## src/rtl/mapper_pkg.sv

```systemverilog
package mapper_pkg;
  localparam int ADDR_W   = 16;
  localparam int WIN_W    = 4;
  localparam int OFF_W    = ADDR_W - WIN_W;
  localparam int BANK_W   = 3;
  localparam int ROM_PG_W = 2;
  localparam int RAM_AW   = BANK_W + WIN_W - 1 + OFF_W;
  localparam int ROM_AW   = ROM_PG_W + OFF_W;
  localparam int CTL_W    = 6;

  localparam logic [WIN_W-1:0]  ROM_WIN_FIRST = 4'h8;
  localparam logic [WIN_W-1:0]  ROM_WIN_LAST  = 4'hB;
  localparam logic [WIN_W-1:0]  VID_WIN_DEF   = 4'hF;
  localparam logic [WIN_W-1:0]  VID_WIN_ALT   = 4'h8;
  localparam logic [BANK_W-1:0] UPPER_BANK    = 3'd3;

  // control bit positions
  localparam int CB_BANK0    = 0;
  localparam int CB_BANK1    = 1;
  localparam int CB_ROM_OFF  = 2;
  localparam int CB_VID_OFF  = 3;
  localparam int CB_VID_MOVE = 4;
  localparam int CB_BANK2    = 5;

  typedef enum logic [1:0] {
    SRC_RAM = 2'd0,
    SRC_ROM = 2'd1,
    SRC_VID = 2'd2
  } src_e;
endpackage

```

## src/rtl/mapper_ctl_reg.sv

```systemverilog
module mapper_ctl_reg
  import mapper_pkg::*;
(
  input  logic             clk_i,
  input  logic             rst_ni,
  input  logic             we_i,
  input  logic [CTL_W-1:0] d_i,
  output logic [CTL_W-1:0] q_o
);
  always_ff @(posedge clk_i or negedge rst_ni) begin
    if (!rst_ni)   q_o <= '0;
    else if (we_i) q_o <= d_i;
  end
endmodule

```

## src/rtl/mapper_window_decode.sv

```systemverilog
module mapper_window_decode
  import mapper_pkg::*;
(
  input  logic [CTL_W-1:0]  ctl_i,
  input  logic [ADDR_W-1:0] addr_i,
  output src_e              src_o,
  output logic [RAM_AW-1:0] ram_addr_o,
  output logic [ROM_AW-1:0] rom_addr_o,
  output logic              vid_hi_o
);
  logic [WIN_W-1:0]  idx;
  logic [OFF_W-1:0]  off;
  logic [WIN_W-1:0]  vid_win;
  logic [BANK_W-1:0] bank;
  logic              vid_hit, rom_hit;

  always_comb begin
    idx     = addr_i[ADDR_W-1 -: WIN_W];
    off     = addr_i[OFF_W-1:0];
    vid_win = ctl_i[CB_VID_MOVE] ? VID_WIN_ALT : VID_WIN_DEF;
    vid_hit = !ctl_i[CB_VID_OFF] && (idx == vid_win);
    rom_hit = !ctl_i[CB_ROM_OFF] && (idx >= ROM_WIN_FIRST) && (idx <= ROM_WIN_LAST);
    // upper half uses a fixed bank; lower half takes S5:S1:S0
    bank    = idx[WIN_W-1] ? UPPER_BANK
                           : {ctl_i[CB_BANK2], ctl_i[CB_BANK1], ctl_i[CB_BANK0]};
    if (vid_hit)      src_o = SRC_VID;
    else if (rom_hit) src_o = SRC_ROM;
    else              src_o = SRC_RAM;
    ram_addr_o = {bank, idx[WIN_W-2:0], off};
    rom_addr_o = {idx[ROM_PG_W-1:0], off};
    vid_hi_o   = off[OFF_W-1];
  end
endmodule

```

## src/rtl/mapper_path.sv

```systemverilog
module mapper_path
  import mapper_pkg::*;
(
  input  logic strobe_i,
  input  src_e src_i,
  input  logic vid_hi_i,
  output logic ram_en_o,
  output logic rom_o,
  output logic vid_lo_o,
  output logic vid_hi_o
);
  assign ram_en_o = strobe_i && (src_i == SRC_RAM);
  assign rom_o    = strobe_i && (src_i == SRC_ROM);
  assign vid_lo_o = strobe_i && (src_i == SRC_VID) && !vid_hi_i;
  assign vid_hi_o = strobe_i && (src_i == SRC_VID) &&  vid_hi_i;
endmodule

```

## src/rtl/bank_window_mapper.sv

```systemverilog
module bank_window_mapper
  import mapper_pkg::*;
(
  input  logic              clk_i,
  input  logic              rst_ni,
  input  logic              latch_we_i,
  input  logic [7:0]        latch_data_i,
  input  logic [ADDR_W-1:0] cpu_addr_i,
  input  logic              mem_rd_i,
  input  logic              mem_wr_i,
  output logic              rd_ram_en_o,
  output logic [RAM_AW-1:0] rd_ram_addr_o,
  output logic              rd_rom_en_o,
  output logic [ROM_AW-1:0] rd_rom_addr_o,
  output logic              rd_vid_lo_o,
  output logic              rd_vid_hi_o,
  output logic              wr_ram_en_o,
  output logic [RAM_AW-1:0] wr_ram_addr_o,
  output logic              wr_discard_o,
  output logic              wr_vid_lo_o,
  output logic              wr_vid_hi_o
);
  logic [CTL_W-1:0]  latch_q;
  src_e              src;
  logic [RAM_AW-1:0] ram_addr;
  logic              vid_hi_sel;
  logic              unused_hi;
  logic [1:0]        strobe, ram_en, rom_hit, v_lo, v_hi;

  assign unused_hi = ^latch_data_i[7:CTL_W];

  mapper_ctl_reg i_ctl (
    .clk_i (clk_i),
    .rst_ni(rst_ni),
    .we_i  (latch_we_i),
    .d_i   (latch_data_i[CTL_W-1:0]),
    .q_o   (latch_q)
  );

  mapper_window_decode i_dec (
    .ctl_i     (latch_q),
    .addr_i    (cpu_addr_i),
    .src_o     (src),
    .ram_addr_o(ram_addr),
    .rom_addr_o(rd_rom_addr_o),
    .vid_hi_o  (vid_hi_sel)
  );

  // path 0 = read, path 1 = write
  assign strobe = {mem_wr_i, mem_rd_i};

  for (genvar g = 0; g < 2; g++) begin : g_path
    mapper_path i_path (
      .strobe_i(strobe[g]),
      .src_i   (src),
      .vid_hi_i(vid_hi_sel),
      .ram_en_o(ram_en[g]),
      .rom_o   (rom_hit[g]),
      .vid_lo_o(v_lo[g]),
      .vid_hi_o(v_hi[g])
    );
  end

  assign rd_ram_en_o   = ram_en[0];
  assign rd_rom_en_o   = rom_hit[0];
  assign rd_vid_lo_o   = v_lo[0];
  assign rd_vid_hi_o   = v_hi[0];
  assign rd_ram_addr_o = ram_addr;
  assign wr_ram_en_o   = ram_en[1];
  assign wr_discard_o  = rom_hit[1];
  assign wr_vid_lo_o   = v_lo[1];
  assign wr_vid_hi_o   = v_hi[1];
  assign wr_ram_addr_o = ram_addr;
endmodule

```

## config.mk

```make
export PLATFORM = sky130hd
export DESIGN_NAME = bank_window_mapper
export DESIGN_NICKNAME = d
export VERILOG_FILES = /design/src/rtl/mapper_pkg.sv /design/src/rtl/mapper_ctl_reg.sv /design/src/rtl/mapper_window_decode.sv /design/src/rtl/mapper_path.sv /design/src/rtl/bank_window_mapper.sv
export SDC_FILE = /design/constraint.sdc
export NUM_CORES = 1
export LEC_CHECK = 0
export ABC_CLOCK_PERIOD_IN_PS = 1500
export BUFFER_PORTS_ARGS = -buffer_cell sky130_fd_sc_hd__buf_4
export CORE_ASPECT_RATIO = 0.6
export CORE_MARGIN = 2
export CORE_UTILIZATION = 30
export CTS_BUF_LIST = sky130_fd_sc_hd__clkbuf_8
export DETAILED_ROUTE_END_ITERATION = 8
export GPL_ROUTABILITY_DRIVEN = 1
export PLACE_DENSITY = 0.79
export SYNTH_ARGS = -nofsm -noshare
export SYNTH_HDL_FRONTEND = slang
export SYNTH_SLANG_ARGS = --single-unit
```

## constraint.sdc

```tcl
create_clock -name clk_i -period 1.5 [get_ports clk_i]
set_input_delay 0.3 -clock clk_i [delete_from_list [all_inputs] [get_ports clk_i]]
set_output_delay 0.3 -clock clk_i [all_outputs]
set_load 0.02 [all_outputs]
```

=== Word level (Yosys, flattened, before mapping) ===
Cells that the tools add are included.

* Flip-flop bits (word level): 6
* Latch bits: 0
* Memory bits (writable): 0
* ROM bits: 0
* Output and inout port bits: 58
* Word-level logic and storage cells: 27
* Memories kept: 0

* Add/sub/neg operators: 0
* Multiply operators: 0
* Div/mod/pow operators: 0
* Magnitude comparators: 2
* Eq/ne operators: 3
* Shifts and indexed selects: 0
* Muxes and demuxes: 4
* Bitwise logic cells: 0
* Reduce and logical (&&, ||, !) cells: 17

{| class="wikitable"
|+ Operators with widths
! operator !! number
|-
| $logic_and 1x1->1 || 13
|-
| $mux 3 || 2
|-
| $eq 4x4->1 || 1
|-
| $ge 4x4->1 const B || 1
|-
| $le 4x4->1 const B || 1
|-
| $logic_not 1->1 || 3
|-
| $eq 2x1->1 const B || 1
|-
| $eq 2x2->1 const B || 1
|-
| $logic_not 2->1 || 1
|-
| $mux 2 || 1
|-
| $mux 1 || 1
|}

=== Logic depth before layout (Yosys ltp) ===
* Word-level depth: 8
* Gate-level depth with buffers: 3

=== Cells and area by module ===
From an unflattened synthesis, not the netlist that was laid out.

* Cell total of the unflattened synthesis: 79
* Area, all modules: 765.7 µm²

{| class="wikitable"
|+ By module, submodules not included
! module !! instances !! cells an instance !! area each (µm²) !! sequential area each (µm²)
|-
| mapper_window_decode || 1 || 40 || 299.0 || 0.0
|-
| mapper_ctl_reg || 1 || 13 || 251.5 || 150.1
|-
| bank_window_mapper || 1 || 18 || 135.1 || 0.0
|-
| mapper_path || 2 || 4 || 40.0 || 0.0
|}

=== Worst setup path before layout ===
OpenSTA, ideal clock, no wires.

* Path kind: input-to-output
* Start: in cpu_addr_i[14]
* End: out rd_vid_lo_o
* Data arrival time: 1382 ps
* Required time: 1200 ps
* Setup slack: -182 ps
* Cell stages on the path: 3
* Buffers on the path: 0
* Cell sequence: or4b_1 > a21oi_2 > and3b_1

* Longest elaborated chain between the ends: 8
* Elaborated cells on any way between the ends: 11
* Those cells by class: order compare: 2; eq/ne: 2; mux: 2; reduce/logical: 5

{| class="wikitable"
|+ RTL lines
! item !! line !! source
|-
| from (decl) || bank_window_mapper.sv:8 || <nowiki>input logic [ADDR_W-1:0] cpu_addr_i,</nowiki>
|-
| $ge 4x4->1 || mapper_window_decode.sv:22 || <nowiki>rom_hit = !ctl_i[CB_ROM_OFF] && (idx >= ROM_WIN_FIRST) && (idx <= ROM_WIN_LAST);</nowiki>
|-
| $logic_and 1x1->1 (2 in a row) || mapper_window_decode.sv:22 ||
|-
| $mux 1 || mapper_window_decode.sv:27 || <nowiki>else if (rom_hit) src_o = SRC_ROM;</nowiki>
|-
| $mux 2 * || mapper_window_decode.sv:26 || <nowiki>if (vid_hit) src_o = SRC_VID;</nowiki>
|-
| $eq 2x2->1 * || mapper_path.sv:14 || <nowiki>assign vid_lo_o = strobe_i && (src_i == SRC_VID) && !vid_hi_i;</nowiki>
|-
| $logic_and 1x1->1 * (2 in a row) || mapper_path.sv:14 ||
|-
| to (decl) || bank_window_mapper.sv:15 || <nowiki>output logic rd_vid_lo_o,</nowiki>
|}

Every way passes the cells marked *; elsewhere a longest branch is shown, timed or not.

=== Final worst setup path ===
* Start: reg i_ctl.q_o[4]
* End: out wr_vid_lo_o

* Longest elaborated chain between the ends: 7

{| class="wikitable"
|+ RTL lines
! item !! line !! source
|-
| from (decl) || mapper_ctl_reg.sv:8 || <nowiki>output logic [CTL_W-1:0] q_o</nowiki>
|-
| from (signal assigned) || mapper_ctl_reg.sv:12 || <nowiki>else if (we_i) q_o <= d_i;</nowiki>
|-
| $mux 3 || mapper_window_decode.sv:20 || <nowiki>vid_win = ctl_i[CB_VID_MOVE] ? VID_WIN_ALT : VID_WIN_DEF;</nowiki>
|-
| $eq 4x4->1 || mapper_window_decode.sv:21 || <nowiki>vid_hit = !ctl_i[CB_VID_OFF] && (idx == vid_win);</nowiki>
|-
| $logic_and 1x1->1 || mapper_window_decode.sv:21 ||
|-
| $mux 2 || mapper_window_decode.sv:26 ||
|-
| $eq 2x2->1 || mapper_path.sv:14 ||
|-
| $logic_and 1x1->1 (2 in a row) || mapper_path.sv:14 ||
|-
| to (decl) || bank_window_mapper.sv:20 || <nowiki>output logic wr_vid_lo_o,</nowiki>
|}

Every way passes these cells.

==> results.py <==
metrics = {
    "floorplan": {
        "start_util_pct": 31.9,
        "row_count": 13,
        "io_pins": 87,
        "fp.coreArea_sq_um": 2180,
        "die_x_um": 66.1,
        "fp.dieH_um": 41.3,
        "die_area_sq_um": 2730,
    },
    "yosys": {
        "synth_ff_type": "dfrtp_1",
        "synth_top_cell_by_area": "buf_4",
        "synth-edff-count": 0,
        "yosysSeqAreaShare_pct": 21.6,
        "syn_area_sq_um": 694,
        "syn-num-nets": 107,
        "yosysMostFrequentCell": "buf_4",
        "synthArstFlopShare_pct": 100,
        "syn-instance-count": 78,
        "synth_area_per_cell_sq_um": 8.90,
        "yosysWarnings": 0,
        "synth_cell_type_count": 15,
        "synth_common_cells": "47 x buf_4, 6 x dfrtp_1, 6 x mux2_2, 3 x nor3b_1",
        "synthTopCellsByArea": "buf_4 51%, dfrtp_1 22%, mux2_2 9.7%",
        "synth_top_cell_area_share_pct": 50.8,
        "ys_ff_latch": 6,
    },
    "detailed_routing": {
        "drt_pass1_iterations": 1,
        "vias_per_cell": 4.10,
        "ant_nets": 0,
        "wl_per_cell_um": 12.6,
        "vias": 455,
        "wirelength_mm": 1.40,
        "drcViolationCount": 0,
        "drt_iter0_drc": 0,
    },
    "setup_path": {
        "worstPathCellList": "or4b_4 > a21oi_4 > and3b_2 > buf_6",
        "worstPathRequired_ps": 1200,
        "critical_path_arrival_ps": 1580,
        "ff2ff_path_depth": 2,
        "r2r_start": "i_ctl.q_o[4]$_DFFE_PN0P_",
        "cp_top_family": "simple AND/OR/NAND/NOR gates",
        "setup.worst_path.start_class": "register",
        "cp_max_fo": 6,
        "regToRegSetupSlack_ps": 630,
        "r2r-end": "i_ctl.q_o[4]$_DFFE_PN0P_",
        "cp_slowest_cell": "or4b_4",
        "criticalPathCategory": "reg -> out",
        "cp.buffers_inverters": 1,
        "end_kind": "primary output",
        "critPathMaxStageDelay_ps": 480,
    },
    "sta": {
        "slew_viol_final": 0,
        "setup_violations": 8,
        "relSlewSlack_pct": 87.5,
        "period_needed_ps": 1880,
        "worstMarginPinSlew_ps": 187,
        "period_share_pct": 126,
        "fin_tns_setup_ps": -2940,
        "fin_skew_ps": 0,
        "fin_ws_ps": -383,
        "finalHoldViolations": 0,
        "rsz0062_at_grt": "true",
        "max_freq_mhz": 531,
    },
    "grt": {
        "grt_pass1_vias": 456,
        "antenna_found_initial": 0,
        "track_usage_pct": 10.5,
        "grt-ovfl-total": 0,
        "grt_pass1_wl_mm": 2.06,
        "grt_max_degree": 8,
    },
    "layout": {
        "reg.largest.list": "i_ctl.q_o x6",
        "diodes": 0,
        "nFillCells": 219,
        "area_growth_pct": 19.3,
        "nets": 112,
        "final_cells": 111,
        "largest_reg_flops": 6,
        "seq_area_sq_um": 150,
        "stdcell_area_sq_um": 828,
        "final_layout_size_suffix_gt1_share_pct": 81.5,
        "largest-register": "i_ctl.q_o",
        "multi_input_area_sq_um": 218,
    },
    "power": {
        "vdd_drop_max_mv": 0.484,
        "power_density_nw_per_um2": 769,
        "power.total_mw": 0.637,
        "p_leak_nw": 0.414,
    },
    "clocking": {
        "cts_buffer_depth": 2,
        "cts_tree": "yes",
        "path_clk_slew_ps": 40,
        "numCtsBuffers": 3,
        "htreeDepth": 1,
        "root_buffer": "clkbuf_8",
        "clk_latency_ps": 220,
        "cts.sinks": 6,
    },
    "hold_path": {
        "hp-class": "in -> reg",
        "whs_endpoint": "i_ctl.q_o[3]$_DFFE_PN0P_",
        "hp-start": "latch_data_i[3]",
        "hold_depth": 2,
    },
    "flow_run": {
        "cap_violations": 0,
    },
    "run_status": {
        "violations": "negative setup slack",
        "status": "finished with violations",
    },
    "place": {
        "gp_congestion": 0.649,
        "dp.cells": 105,
        "dp_hpwl_mm": 1.14,
        "port_buffers": 40,
        "dpl_cell_area_sq_um": 733,
        "place_ws_ps": -356,
    },
}
==> cells by family after synthesis <==
logic type / Yosys count / synth area share (%)
and+or+nand+nor: 17 / 16.0
AOI/OAI and AO/OA: 1 / 1.26
DFF: 6 / 21.6
buffers and inverters: 48 / 51.4
muxes: 6 / 9.73
==> where the power goes <==
part | switching [mW] | total (mW) | internal (mW)
sequential | 0.00759 | 0.187 | 0.179
clock | 0.0702 | 0.243 | 0.172
combinational | 0.0973 | 0.207 | 0.110
==> routing by layer <==
metal	share of wire, %	global-route usage [%]	vias to the layer above
met2	55	19.5	15
met4	2.0	7.14	0
li1	-	-	211
met1	35	11.0	221
met5	0	0	-
met3	7.9	3.02	8
==> area by class of cell <==
class                   count  area share (%)
well taps                  30            4.53
multi-input cells          24            26.3
flip-flops and latches      6            18.1
clock buffers               3            4.98
repair buffers             48            46.1
==> per-stage QoR <==
stage | utilization (%) | hold WS [ps]
3_5_place_dp | 33.6 | 113
3_3_place_gp | 33.6 | 109
5_1_grt | 38.0 | 311
6_report | 38.0 | 312
2_1_floorplan | - | 4.41
4_1_cts | 37.6 | 309
==> timing repair <==
item	in CTS	in global routing
endpoints found under the hold margin	6	0
cloned	0	0
setup endpoints to repair	8	8
resized for setup	5	2
pin swaps	4	4
setup buffers	2	0
hold buffers	1	0
==> cell usage in the layout, fill, tap and decap left out, drive strengths merged <==
cell type,n
a21oi,1
and3,2
and3b,2
buf,47
clkbuf,3
dfrtp,6
dlygate4sd3,1
mux2,6
nand2,2
nand2b,1
nand4b,1
nor2,2
nor2b,1
nor3b,3
or2,2
or4b,1
==> worst max path at each step <==
stage	startpoint	end	slack, ps	cells past startpoint
3_5_place_dp	cpu_addr_i[14]	wr_vid_lo_o	-360	5
5_1_grt	i_ctl.q_o[4]$_DFFE_PN0P_	wr_discard_o	-450	5
6_report	i_ctl.q_o[4]$_DFFE_PN0P_	wr_vid_lo_o	-380	4
2_1_floorplan	cpu_addr_i[14]	rd_vid_lo_o	-90	3
3_3_place_gp	cpu_addr_i[14]	rd_vid_lo_o	-290	5
4_1_cts	i_ctl.q_o[4]$_DFFE_PN0P_	wr_ram_en_o	-390	5
(Power assumes the default switching activity.)
